===== config.mk =====
export PLATFORM = sky130hd
export DESIGN_NAME = cpu_reg_port
export DESIGN_NICKNAME = d
export VERILOG_FILES = /design/src/rtl/cpu_reg_port_pkg.sv /design/src/rtl/cpu_reg_port_bank.sv /design/src/rtl/cpu_reg_port_rdpipe.sv /design/src/rtl/cpu_reg_port.sv
export SDC_FILE = /design/constraint.sdc
export NUM_CORES = 1
export LEC_CHECK = 0
export ABC_AREA = 0
export ABC_CLOCK_PERIOD_IN_PS = 2350
export BUFFER_PORTS_ARGS = -buffer_cell sky130_fd_sc_hd__clkbuf_2
export CAP_MARGIN = 20
export CELL_PAD_IN_SITES_DETAIL_PLACEMENT = 1
export CELL_PAD_IN_SITES_GLOBAL_PLACEMENT = 1
export CORE_MARGIN = 2
export CORE_UTILIZATION = 47
export CTS_CLUSTER_DIAMETER = 40
export DETAILED_ROUTE_END_ITERATION = 8
export PLACE_DENSITY_LB_ADDON = 0.05
export SLEW_MARGIN = 20
export SYNTH_ARGS = -nofsm -noshare
export SYNTH_HDL_FRONTEND = slang
export SYNTH_HIERARCHICAL = 1
export SYNTH_SLANG_ARGS = --single-unit
export TNS_END_PERCENT = 10

===== constraint.sdc =====
create_clock -name clk -period 2.35 [get_ports clk]
set_input_delay 0.1175 -clock clk [delete_from_list [all_inputs] [get_ports clk]]
set_output_delay 0.1175 -clock clk [all_outputs]
set_load 0.005 [all_outputs]

===== src/rtl/cpu_reg_port_pkg.sv =====
package cpu_reg_port_pkg;

    // Upper bound on the read response delay the pipe supports.
    localparam int unsigned MAX_RD_LAT = 3;

    // True when a word address falls inside the implemented bank.
    function automatic logic addr_mapped(input logic [31:0] a, input int unsigned n);
        return a < n;
    endfunction

endpackage


===== src/rtl/cpu_reg_port_bank.sv =====
module cpu_reg_port_bank
    import cpu_reg_port_pkg::*;
#(
    parameter int unsigned NUM_REGS = 10,
    parameter int unsigned ADDR_W   = 4,
    parameter int unsigned DATA_W   = 16
) (
    input  logic              clk,
    input  logic              rst_n,
    input  logic              wr_en,
    input  logic [ADDR_W-1:0] addr,
    input  logic [DATA_W-1:0] wdata,
    output logic              hit,
    output logic [DATA_W-1:0] rdata
);

    typedef struct packed {
        logic [NUM_REGS-1:0][DATA_W-1:0] regs;
    } bank_t;

    bank_t st_d, st_q;

    always_comb begin
        hit   = addr_mapped(32'(addr), NUM_REGS);
        st_d  = st_q;
        rdata = '0;
        for (int i = 0; i < int'(NUM_REGS); i++) begin
            if (addr == ADDR_W'(i)) begin
                rdata = st_q.regs[i];
                if (wr_en) st_d.regs[i] = wdata;
            end
        end
    end

    always_ff @(posedge clk) begin
        if (!rst_n) st_q <= '0;
        else        st_q <= st_d;
    end

    // Unmapped writes leave the whole bank untouched.
    p_unmapped_keeps_r4: assert property (@(posedge clk) disable iff (!rst_n)
        (wr_en && !hit) |=> $stable(st_q));

    // A mapped write is visible at the same address in the next cycle.
    p_write_lands_r2: assert property (@(posedge clk) disable iff (!rst_n)
        (wr_en && hit) ##1 (addr == $past(addr)) |-> (rdata == $past(wdata)));

endmodule


===== src/rtl/cpu_reg_port_rdpipe.sv =====
module cpu_reg_port_rdpipe #(
    parameter int unsigned LAT    = 2,
    parameter int unsigned DATA_W = 16
) (
    input  logic              clk,
    input  logic              rst_n,
    input  logic              in_vld,
    input  logic              in_err,
    input  logic [DATA_W-1:0] in_data,
    output logic              out_vld,
    output logic              out_err,
    output logic [DATA_W-1:0] out_data,
    output logic              busy
);

    generate
        if (LAT == 0) begin : g_bypass
            assign out_vld  = in_vld;
            assign out_err  = in_err;
            assign out_data = in_data;
            assign busy     = 1'b0;
        end else begin : g_pipe
            typedef struct packed {
                logic              vld;
                logic              err;
                logic [DATA_W-1:0] data;
            } stage_t;

            stage_t [LAT-1:0] pipe_d, pipe_q;
            logic             busy_d;

            always_comb begin
                pipe_d[0] = '{vld: in_vld, err: in_err, data: in_data};
                for (int k = 1; k < int'(LAT); k++) pipe_d[k] = pipe_q[k-1];
                busy_d = 1'b0;
                for (int k = 0; k < int'(LAT); k++) busy_d = busy_d | pipe_q[k].vld;
            end

            always_ff @(posedge clk) begin
                if (!rst_n) pipe_q <= '0;
                else        pipe_q <= pipe_d;
            end

            assign out_vld  = pipe_q[LAT-1].vld;
            assign out_err  = pipe_q[LAT-1].err;
            assign out_data = pipe_q[LAT-1].data;
            assign busy     = busy_d;

            // A taken read answers exactly LAT cycles later.
            p_rd_latency_r3: assert property (@(posedge clk) disable iff (!rst_n)
                in_vld |-> ##LAT out_vld);

            // The stall stays up through the answering cycle.
            p_busy_covers_r6: assert property (@(posedge clk) disable iff (!rst_n)
                out_vld |-> busy);

            // A read just taken raises the stall in the next cycle.
            p_busy_rises_r6: assert property (@(posedge clk) disable iff (!rst_n)
                in_vld |=> busy);
        end
    endgenerate

endmodule


===== src/rtl/cpu_reg_port.sv =====
module cpu_reg_port
    import cpu_reg_port_pkg::*;
#(
    parameter int unsigned NUM_REGS = 10,
    parameter int unsigned ADDR_W   = 4,
    parameter int unsigned DATA_W   = 16,
    parameter int unsigned RD_LAT   = 2
) (
    input  logic              clk,
    input  logic              rst_n,
    input  logic              req,
    input  logic              req_wr,
    input  logic [ADDR_W-1:0] addr,
    input  logic [DATA_W-1:0] wdata,
    output logic              wr_stall,
    output logic              wr_ack,
    output logic              wr_err,
    output logic              rd_ack,
    output logic              rd_err,
    output logic [DATA_W-1:0] rd_data
);

    localparam int unsigned LAT_USED = (RD_LAT > MAX_RD_LAT) ? MAX_RD_LAT : RD_LAT;

    logic              hit;
    logic              busy;
    logic              wr_take;
    logic              rd_take;
    logic [DATA_W-1:0] bank_rdata;

    always_comb begin
        wr_take = req && req_wr && !busy;
        rd_take = req && !req_wr;
    end

    cpu_reg_port_bank #(
        .NUM_REGS (NUM_REGS),
        .ADDR_W   (ADDR_W),
        .DATA_W   (DATA_W)
    ) i_bank (
        .clk   (clk),
        .rst_n (rst_n),
        .wr_en (wr_take),
        .addr  (addr),
        .wdata (wdata),
        .hit   (hit),
        .rdata (bank_rdata)
    );

    cpu_reg_port_rdpipe #(
        .LAT    (LAT_USED),
        .DATA_W (DATA_W)
    ) i_rdpipe (
        .clk      (clk),
        .rst_n    (rst_n),
        .in_vld   (rd_take),
        .in_err   (!hit),
        .in_data  (bank_rdata),
        .out_vld  (rd_ack),
        .out_err  (rd_err),
        .out_data (rd_data),
        .busy     (busy)
    );

    assign wr_stall = busy;
    assign wr_ack   = wr_take;
    assign wr_err   = wr_take && !hit;

    // Two channels never answer together.
    p_single_ack_r8: assert property (@(posedge clk) disable iff (!rst_n)
        !(rd_ack && wr_ack));

    // No write completes under the stall.
    p_stall_blocks_r7: assert property (@(posedge clk) disable iff (!rst_n)
        wr_stall |-> !wr_ack);

    // A write acknowledge needs a write request in the same cycle.
    p_no_spurious_wr_r9: assert property (@(posedge clk) disable iff (!rst_n)
        wr_ack |-> (req && req_wr));

    // Unmapped reads come back with the error set and zero data.
    p_unmapped_rd_r4: assert property (@(posedge clk) disable iff (!rst_n)
        (rd_ack && rd_err) |-> (rd_data == '0));

endmodule


==> qor.csv <==
metric;value;unit
synth_top_area_share;45.8;%
finalSetupTns;0;ps
clock_power_share;45.1;%
period_minus_slack;2150;ps
clock_latency;430;ps
arrival;2470;ps
p_switching;1.57;mW
syn_avg_cell_area;8.75;sq um
endpoint_kind;flop;
grt_usage;25.9;%
gp_congestion;0.789;
ys_seq_elements;196;
syn2layout_area_growth;11.1;%
nets;1004;
p_leak;3.70;nW
numCtsBuffers;17;
dr.first_iter.drc_count;357;
fill_cells;2113;
drv_slew;0;
rows;49;
vias;6875;
hold_path_class;in2reg;
clkSlewWorstSetupHoldPaths;70;ps
initial_core_util;47.8;%
setup_ws;197;ps
clock-sinks;196;
antenna_found_initial;1;
ctsHoldBuffers;0;
cts_buffer_depth;2;
dieWidth;139;microns
yosysUniqueCellTypes;41;
boundaryPins;45;
grt_max_degree;72;
place_ws;284;ps
ys_dominant_reg_cell;dfxtp_1;
reg2reg_slack;200;ps
grt_pass1_wl;39.6;mm
dr.pass1.iters;4;
grt_pass1_vias;7342;
combPwrFrac;6.1;%
hpwlAfterDp;16.5;mm
layout-drive-gt1-share;14.8;%
cts_tree;done;
intPower;5.33;mW
ys_warn_count;6;
root_buffer;clkbuf_16;
drc;0;
synth_common_cells;nand2_1, dfxtp_1, a21boi_1;
ir_drop;0.461;mV
critPathLaunchType;flop;
powerDensity;725;nW/um^2
drv_cap;0;
slew_headroom;53.6;%
async_flop_share;0;%
finalWirelength;24.9;mm
required;2670;ps
htree_levels;4;
setup_viol;0;
io_buffers;44;
worstMarginPinSlew;695;ps
cts_repair_resize_count;0;
synth.most_common_cell;nand2_1;
run_status;complete, no violations;
dieArea;19300;sq um
max_freq;0.464;GHz
grt_overflow_total;0;
synthCells;978;
yosysSeqAreaShare;45.8;%
die_y;139;microns
synth_enable_flop_cells;0;
switching_share;22.8;%
antenna_left;0;
power;6.90;mW
rsz0062_at_grt;no;
syn-cell-area;8560;sq um
hold_viol;0;
synthTopCellsByArea;dfxtp_1, nand2_1, a21boi_1;
cts_setup_buffers;0;
skew;8.43;ps
core;17900;sq um
syn-num-nets;1002;
routed_via_density;5.63;
setup.worst_path.class;reg2reg;
fin_crit_sh;91.6;%
avgRoutedWirePerCell;20.4;microns
yosysTopAreaCell;dfxtp_1;
pwr-share-seq;48.8;%
path_max_fanout;16;
==> cells by family (layout without fill, tap and decap cells) <==
group,after synthesis,count (layout),synth area share [%]
muxes,95,95,11.2
DFF,196,196,45.8
other,0,1,0
and+or+nand+nor,397,397,21.5
buffers and inverters,87,101,4.66
AOI/OAI and AO/OA,203,203,16.9
==> final cells by class <==
type	count	area [sq um]	area share [%]
inverter	1	3.75	0.0395
clock buffer	20	447	4.69
clock inverter	11	175	1.84
sequential	196	3920	41.2
multi-input combinational	695	4240	44.5
timing repair buffer	69	438	4.60
tap	229	287	3.01
antenna	1	2.50	0.0263
==> metrics by stage <==
stage / hold slack [ps] / utilization, % / instances / instance area [sq um]
2_1_floorplan: 254 / - / 978 / 8560
3_3_place_gp: 430 / 49.7 / 1190 / 8890
3_5_place_dp: 434 / 49.7 / 1190 / 8890
4_1_cts: 55.4 / 53.1 / 1221 / 9510
5_1_grt: 71.0 / 53.1 / 1222 / 9510
6_report: 50.1 / 53.1 / 1222 / 9510
==> path summary, 6_finish.rpt <==
kind                                                 start                    endpoint  cells past startpoint
worst max-delay path                      i_rdpipe/out_vld            i_bank/st_q[120]                      6
worst min-delay path                                req_wr  i_rdpipe/g_pipe.pipe_d[35]                      3
worst max register to register            i_rdpipe/out_vld            i_bank/st_q[120]                      6
worst min register to register  i_rdpipe/g_pipe.pipe_d[27]        i_rdpipe/out_data[9]                      1
==> cells in the final DEF (no fill, tap or decap), types with 4 or more instances in the layout <==
| cell | n |
|---|---|
| nand3_1 | 7 |
| o221ai_1 | 4 |
| nor2b_1 | 34 |
| clkbuf_2 | 42 |
| a31oi_1 | 12 |
| nand2_1 | 261 |
| o22ai_1 | 37 |
| a21boi_1 | 128 |
| and3_1 | 4 |
| a21oi_1 | 13 |
| nor2_1 | 31 |
| dfxtp_1 | 196 |
| and2_2 | 36 |
| mux2i_1 | 92 |
| buf_4 | 25 |
| clkbuf_16 | 17 |
| bufinv_16 | 4 |
==> critical path, cell delays in order (launching register included) <==
cell and delay, ps:
dfxtp_1 310, or2_2 310, and3b_2 480, nand3b_4 140, or2_1 490, nand2_1 220
a21boi_1 80
==> sequential cells by signal (all words and copies together), names as in the netlist <==
| name | count |
|---|---|
| i_rdpipe/out_vld | 1 |
| i_rdpipe/g_pipe.pipe_d | 18 |
| i_rdpipe/out_err | 1 |
| i_rdpipe/out_data | 16 |
| i_bank/st_q | 160 |
==> power by group through the flow <==
stage	sequential [mW]	clock, mW	combinational, mW
after CTS	3.37	3.16	0.421
final	3.37	3.11	0.422
after global placement	3.44	0	0.404
after detailed placement	3.45	0	0.419
after global routing	3.37	3.29	0.451
after floorplan	3.44	0	0.288
==> layer usage <==
metal	part of all wire, %	routed length [microns]	global-route usage (%)	up-vias
met5	0	0	0	-
met4	0.95	236	6.27	0
met3	3.8	938	3.31	18
met2	49	12300	45.7	120
met1	46	11400	33.8	3459
li1	-	-	-	3278
Note: power is estimated with default switching activity, not from simulation.
